===== src/rtl/rxq_pkg.sv =====
// Package: shared mode encoding and the per-frame decision record.
// Assumes codes above the split mode are reserved and map to queue-1-only.
package rxq_pkg;

    typedef enum logic [2:0] {
        M_Q1ONLY = 3'd0,
        M_Q1DEF  = 3'd1,
        M_SIZE   = 3'd2,
        M_PRIO   = 3'd3,
        M_SPLIT  = 3'd4
    } rxq_mode_e;

    typedef struct packed {
        logic drop;   // no queue can take the frame
        logic q2;     // whole-frame queue when not split
        logic split;  // header split active
    } rxq_pick_t;

    // Fold reserved codes onto the queue-1-only mode.
    function automatic rxq_mode_e rxq_norm(input logic [2:0] code);
        return (code > 3'd4) ? M_Q1ONLY : rxq_mode_e'(code);
    endfunction

endpackage


===== src/rtl/rxq_ready.sv =====
// Module: start condition. Size mode waits for proof of length; others start at once.
// Assumes rx_bytes grows monotonically within a frame.
module rxq_ready
    import rxq_pkg::*;
#(
    parameter int LEN_W = 14
) (
    input  rxq_mode_e        mode,
    input  logic [LEN_W-1:0] rx_bytes,
    input  logic [LEN_W-1:0] small_len,
    input  logic             rx_eof,
    input  logic             fp_len_valid,
    output logic             ready
);

    // Size mode needs the length settled or shown to exceed the threshold.
    always_comb begin
        if (mode == M_SIZE)
            ready = rx_eof || fp_len_valid || (rx_bytes > small_len);
        else
            ready = 1'b1;
    end

endmodule


===== src/rtl/rxq_pick.sv =====
// Module: combinational queue choice for a frame, including override,
// backup fallback and drop. Assumes the avail flags are current.
module rxq_pick
    import rxq_pkg::*;
#(
    parameter int LEN_W = 14
) (
    input  rxq_mode_e        mode,
    input  logic             backup_en,
    input  logic [LEN_W-1:0] small_len,
    input  logic [LEN_W-1:0] rx_bytes,
    input  logic             rx_eof,
    input  logic             fp_len_valid,
    input  logic [LEN_W-1:0] fp_len,
    input  logic             hi_pri,
    input  logic             is_ip,
    input  logic             ovr_valid,
    input  logic             ovr_q2,
    input  logic [1:0]       avail,      // [0] queue 1, [1] queue 2
    output rxq_pick_t        pick
);

    logic             want;
    logic             split;
    logic [LEN_W-1:0] len;
    logic             len_known;

    // Best known frame length: processor value first, then the final count.
    always_comb begin
        len_known = fp_len_valid || rx_eof;
        len       = fp_len_valid ? fp_len : rx_bytes;
    end

    // Preferred queue from mode or override.
    always_comb begin
        want  = 1'b0;
        split = 1'b0;
        if (mode != M_Q1ONLY && ovr_valid) begin
            want = ovr_q2;
        end else begin
            unique case (mode)
                M_SIZE:  want = len_known && (len <= small_len);
                M_PRIO:  want = hi_pri;
                M_SPLIT: begin
                    split = is_ip;
                    want  = !is_ip;
                end
                default: want = 1'b0;
            endcase
        end
    end

    // Apply buffer availability, fallback and drop.
    always_comb begin
        pick = '0;
        if (split) begin
            pick.split = 1'b1;
            pick.drop  = !(avail[0] && avail[1]);
        end else if (avail[want]) begin
            pick.q2 = want;
        end else if (backup_en && mode != M_Q1ONLY && avail[!want]) begin
            pick.q2 = !want;
        end else begin
            pick.drop = 1'b1;
        end
    end

endmodule


===== src/rtl/rxq_latch.sv =====
// Module: holds one frame's decision from the start condition until
// end-of-frame acceptance, and maps segment offsets to a queue.
module rxq_latch
    import rxq_pkg::*;
#(
    parameter int LEN_W = 14
) (
    input  logic             clk,
    input  logic             rst_n,
    input  logic             frm_valid,
    input  logic             ready,
    input  logic             eof_accept,
    input  rxq_pick_t        pick,
    input  logic [LEN_W-1:0] hdr_cut,
    input  logic [LEN_W-1:0] seg_offset,
    output logic             start_ok,
    output logic             seg_q2,
    output logic             drop
);

    logic             held;
    rxq_pick_t        pk_r;
    logic [LEN_W-1:0] cut_r;

    // Capture the decision once per frame; release on end-of-frame accept.
    always_ff @(posedge clk) begin
        if (!rst_n) begin
            held  <= 1'b0;
            pk_r  <= '0;
            cut_r <= '0;
        end else if (held) begin
            if (eof_accept)
                held <= 1'b0;
        end else if (frm_valid && ready) begin
            held  <= 1'b1;
            pk_r  <= pick;
            cut_r <= hdr_cut;
        end
    end

    // Drive permission, drop and the per-segment queue from held state.
    always_comb begin
        start_ok = held && !pk_r.drop;
        drop     = held && pk_r.drop;
        seg_q2   = start_ok && (pk_r.split ? (seg_offset >= cut_r) : pk_r.q2);
    end

endmodule


===== src/rtl/rxq_selector.sv =====
// Module: top of the receive queue selector. Normalises the mode, finds
// the start condition, computes the choice and latches it per frame.
module rxq_selector
    import rxq_pkg::*;
#(
    parameter int LEN_W = 14
) (
    input  logic             clk,
    input  logic             rst_n,
    input  logic [2:0]       cfg_mode,
    input  logic             cfg_backup_en,
    input  logic [LEN_W-1:0] cfg_small_len,
    input  logic             frm_valid,
    input  logic [LEN_W-1:0] rx_bytes,
    input  logic             rx_eof,
    input  logic             frm_hi_pri,
    input  logic             frm_is_ip,
    input  logic [LEN_W-1:0] hdr_cut,
    input  logic             fp_len_valid,
    input  logic [LEN_W-1:0] fp_len,
    input  logic             fp_ovr_valid,
    input  logic             fp_ovr_q2,
    input  logic             q1_avail,
    input  logic             q2_avail,
    input  logic             eof_accept,
    input  logic [LEN_W-1:0] seg_offset,
    output logic             start_ok,
    output logic             seg_q2,
    output logic             drop
);

    rxq_mode_e mode;
    logic      ready;
    rxq_pick_t pick;

    // Reserved codes collapse onto queue-1-only.
    always_comb mode = rxq_norm(cfg_mode);

    rxq_ready #(.LEN_W(LEN_W)) u_ready (
        .mode         (mode),
        .rx_bytes     (rx_bytes),
        .small_len    (cfg_small_len),
        .rx_eof       (rx_eof),
        .fp_len_valid (fp_len_valid),
        .ready        (ready)
    );

    rxq_pick #(.LEN_W(LEN_W)) u_pick (
        .mode         (mode),
        .backup_en    (cfg_backup_en),
        .small_len    (cfg_small_len),
        .rx_bytes     (rx_bytes),
        .rx_eof       (rx_eof),
        .fp_len_valid (fp_len_valid),
        .fp_len       (fp_len),
        .hi_pri       (frm_hi_pri),
        .is_ip        (frm_is_ip),
        .ovr_valid    (fp_ovr_valid),
        .ovr_q2       (fp_ovr_q2),
        .avail        ({q2_avail, q1_avail}),
        .pick         (pick)
    );

    rxq_latch #(.LEN_W(LEN_W)) u_latch (
        .clk        (clk),
        .rst_n      (rst_n),
        .frm_valid  (frm_valid),
        .ready      (ready),
        .eof_accept (eof_accept),
        .pick       (pick),
        .hdr_cut    (hdr_cut),
        .seg_offset (seg_offset),
        .start_ok   (start_ok),
        .seg_q2     (seg_q2),
        .drop       (drop)
    );

endmodule


===== config.mk =====
export PLATFORM = sky130hd
export DESIGN_NAME = rxq_selector
export DESIGN_NICKNAME = d
export VERILOG_FILES = /design/src/rtl/rxq_pkg.sv /design/src/rtl/rxq_ready.sv /design/src/rtl/rxq_pick.sv /design/src/rtl/rxq_latch.sv /design/src/rtl/rxq_selector.sv
export SDC_FILE = /design/constraint.sdc
export NUM_CORES = 1
export LEC_CHECK = 0
export BUFFER_PORTS_ARGS = -buffer_cell sky130_fd_sc_hd__buf_4
export CAP_MARGIN = 20
export CORE_MARGIN = 10
export CORE_UTILIZATION = 40
export DETAILED_ROUTE_END_ITERATION = 10
export GPL_TIMING_DRIVEN = 0
export HOLD_SLACK_MARGIN = 0.05
export MAX_ROUTING_LAYER = met4
export PLACE_DENSITY_LB_ADDON = 0.3
export SLEW_MARGIN = 20
export SYNTH_ARGS = -nofsm -noshare
export SYNTH_HDL_FRONTEND = slang
export SYNTH_SLANG_ARGS = --single-unit
export TNS_END_PERCENT = 100

===== constraint.sdc =====
create_clock -name clk -period 3 [get_ports clk]
set_input_delay 0.3 -clock clk [delete_from_list [all_inputs] [get_ports clk]]
set_output_delay 0.3 -clock clk [all_outputs]
set_load 0.05 [all_outputs]

==> impl_results.md <==
* Critical Path Stages at 11
* Layout Nets at 464
* Leak Pwr at 1.41 nW
* CTS tree: yes
* Post-route clock period utilization at 90.6%
* Synth top area cells: ha_1, dfxtp_1, mux2i_1
* Die extent in y at 91.8 um
* Clock Sinks at 18
* Setup bufs post-CTS at 0
* DP Wirelength at 5070 um
* CP max-delay cell: mux2_2
* Register area share after synthesis at 17.5%
* Placed instance area at 2790 um^2
* GRT Resource Usage Total at 13.8%
* Clock buffer depth at 2
* Core ar. at 5040 um^2
* Worst-path fanout max at 10
* Antenna Nets Post-Route at 0
* Crit. Startpoint: fp_len_valid
* Ys Warns at 0
* Post-synthesis net count at 374
* P_sw at 0.255 mW
* Peak VDD IR at 0.000243 V
* Worst path top cell family by delay: compound AO/OA/AOI/OAI gates
* Worst setup endpoint: u_latch.pk_r[2]$_SDFFE_PN0P_
* Iteration-0 DRC Markers at 51
* Cell variety after synth at 39
* Multi-input logic area at 1530 um^2
* #FFs+latches synth at 18
* Final Cell Area at 2840 um^2
* Area of the mapped netlist at 2060 um^2
* RSZ-0062 raised after global routing: false
* Worst R2R Start: u_latch.held$_SDFF_PN0_
* Num ports at 89
* R2R cell count at 5
* P_int at 0.572 mW
* Clock latency on the worst-skew pair at 0.25 ns
* Die area at 8420 um^2
* Hold_sp: hdr_cut[7]
* First-pass GRT wire length at 9580 um
* CTS Hold Bufs at 0
* Clock transition at the registers of the reported paths at 0.07 ns
* Max_cap viols at 0
* Fin Setup TNS at 0 ns
* Width of the die at 91.8 um
* Vias in the first global route at 2101
* Share of the synthesized area in the top cell type at 25.5%
* Crit-path cells: clkbuf_1, clkbuf_4, mux2_2, ha_1, nand4_1, nor3_1, a31o_1, a31oi_1, a221oi_1, o221a_2, o22ai_1
* Hold Fails Final Rpt at 0
* Hold WC Path Type: primary input to flip-flop
* Power per cell area at 291 nW/um^2
* Routed len/inst at 14.1 um
* Routability congestion estimate at 0.905
* CP peak stage delay at 0.36 ns
* R2r setup slk at 1.50 ns
* Worst setup path class: primary input to flip-flop
* WL final at 5700 um
* Clock Skew at 0.00118 ns
* Syn Area/Cell at 8.37 um^2
* Sw Share at 30.8%
* Post-synth top area cell: ha_1
* Sequential share of power at 32.7%
* Starting density of the core at 40.8%
* Fmax at 0.368 GHz
* DRC at 0
* Synth-to-Final Area Change at 38.1%
* Clock Power Share at 24.2%
* Share of cells above drive strength 1 at 32.5%
* Final std cells w/o fill at 405
* Buf/Inv on CP at 2
* Total gr overflow at 0
* Vias/cell at 5.02
* Startpoint Class: primary input
* Gate power share at 43.2%
* Num rows at 26
* IO buf count at 85
* Tightest Pin Transition at 0.476 ns
* Post-layout util at 56.4%
* Power, Total at 0.827 mW
* Via count at 2034
* CTS Buf Count at 3
* Fillcell total at 502
* Inst Count DP at 401
* CP Capture Type: flip-flop
* Max Transition Viols Final at 0
* Largest net degree at the start of global routing at 11
* Run status: finished clean
* CP Data Arrival Time at 2.86 ns
* Clk root buf: clkbuf_8
* Antenna violations before repair at 0
* Tmin final at 2.72 ns
* CP required at 3.14 ns
* Endpoints failing setup at 0
* Register area at 360 um^2
* H-tree Lvls at 1
* Max-slew headroom at 68.2%
* Hold path cells at 3
* N_diodes at 0
* Synth Instances at 246
* R2r endpoint: u_latch.cut_r[9]$_SDFFE_PN0P_
* DRT Pass-1 Iters at 4
==> cell type report <==
| type | count | share of cell area (%) |
|---|---|---|
| Buffer | 7 | 1.58 |
| Timing Repair Buffer | 85 | 22.4 |
| Tap cell | 70 | 3.08 |
| Sequential cell | 18 | 12.7 |
| Multi-Input combinational cell | 188 | 53.9 |
| Clock buffer | 4 | 1.94 |
| Inverter | 33 | 4.36 |
==> cells in the final DEF (no fill, tap or decap), drive strengths merged, types with 2 or more instances in the layout <==
cell / count
o22ai: 2
nor3: 2
mux2i: 16
o21a: 3
a21o: 5
dfxtp: 18
ha: 42
mux2: 13
nor2b: 19
nor4: 2
nand4: 7
nor3b: 2
nand2b: 4
nand2: 10
nand3: 4
a31oi: 4
nor2: 11
buf: 88
a211oi: 2
nand4b: 2
inv: 33
clkbuf: 8
a21oi: 13
o21ai: 11
==> power by group through the flow <==
stage          logic (mW)  registers [mW]  clock network (mW)
2_1_floorplan       0.219           0.272                   0
6_report            0.357           0.270               0.200
5_1_grt             0.406           0.273               0.219
3_3_place_gp        0.351           0.275                   0
4_1_cts             0.361           0.270               0.205
3_5_place_dp        0.358           0.276                   0
==> flip-flops by register name, summed over array words and instances (netlist names) <==
register / cells
u_latch.cut_r: 14
u_latch.pk_r: 3
u_latch.held: 1
==> what timing repair did <==
item                                    CTS  global route
endpoints found under the setup margin    0             2
gates resized for setup                   0             4
hold endpoints to repair                  0             0
==> logic make-up (layout without fill, tap and decap cells) <==
| kind of cell | after synthesis | in the layout | share of synthesized area [%] |
|---|---|---|---|
| compound gates | 52 | 52 | 16.6 |
| simple gates | 65 | 65 | 17.4 |
| flops | 18 | 18 | 17.5 |
| fa+ha+maj | 42 | 42 | 25.5 |
| buf+inv | 40 | 129 | 8.02 |
| mux | 29 | 29 | 14.9 |
==> metal layers <==
layer	GRT usage, %	vias up	part of all wire [%]
li1	-	1063	-
met1	16.1	917	45
met2	24.3	52	50
met3	2.93	2	4.4
met4	1.93	0	0.39
met5	-	-	0
==> synth_stat cells <==
library cell and number:
a21o_1 5, a41oi_1 1, o221ai_1 1, nor2b_1 19, buf_4 2, a32oi_1 1
nand2b_1 4, or3b_4 1, mux2_2 13, buf_6 1, nor2_1 11, clkbuf_1 4
nand4b_1 2, nand2_1 10, inv_1 33, ha_1 42, o211ai_1 1, dfxtp_1 18
o21a_1 3, a21boi_0 1, o41ai_2 1, nor4_1 2, o21ai_0 11, nor3_1 2
a211oi_1 2, mux2i_1 16, o22a_1 1, a31o_1 1, nand4_1 7, a31oi_1 4
nand3_1 4, o22ai_1 2, o31ai_1 1, nor3b_1 2, and2_1 1, a21oi_1 13
a221oi_1 1, o221a_2 1, o21bai_1 1
==> metrics by stage <==
step	setup WS, ns	hold slack, ns
after global routing	0.0298	0.302
final	0.282	0.301
after global placement	-0.226	0.463
after detailed placement	-0.238	0.474
after CTS	0.0331	0.296
after floorplan	0.243	0.443
==> worst register-to-register path: stages (launching register included) <==
cell and delay [ns]:
dfxtp_1 0.34, nand2b_1 0.19, o41ai_2 0.29, buf_4 0.29, mux2i_1 0.22, nor2b_1 0.06
==> how the worst min path moves through the flow <==
stage                                    end  slack [ns]
2_1_floorplan   u_latch.pk_r[1]$_SDFFE_PN0P_        0.44
3_3_place_gp    u_latch.pk_r[1]$_SDFFE_PN0P_        0.46
3_5_place_dp    u_latch.pk_r[1]$_SDFFE_PN0P_        0.47
4_1_cts        u_latch.cut_r[6]$_SDFFE_PN0P_        0.30
5_1_grt        u_latch.cut_r[8]$_SDFFE_PN0P_        0.30
6_report       u_latch.cut_r[7]$_SDFFE_PN0P_        0.30
(Power assumes the default switching activity.)
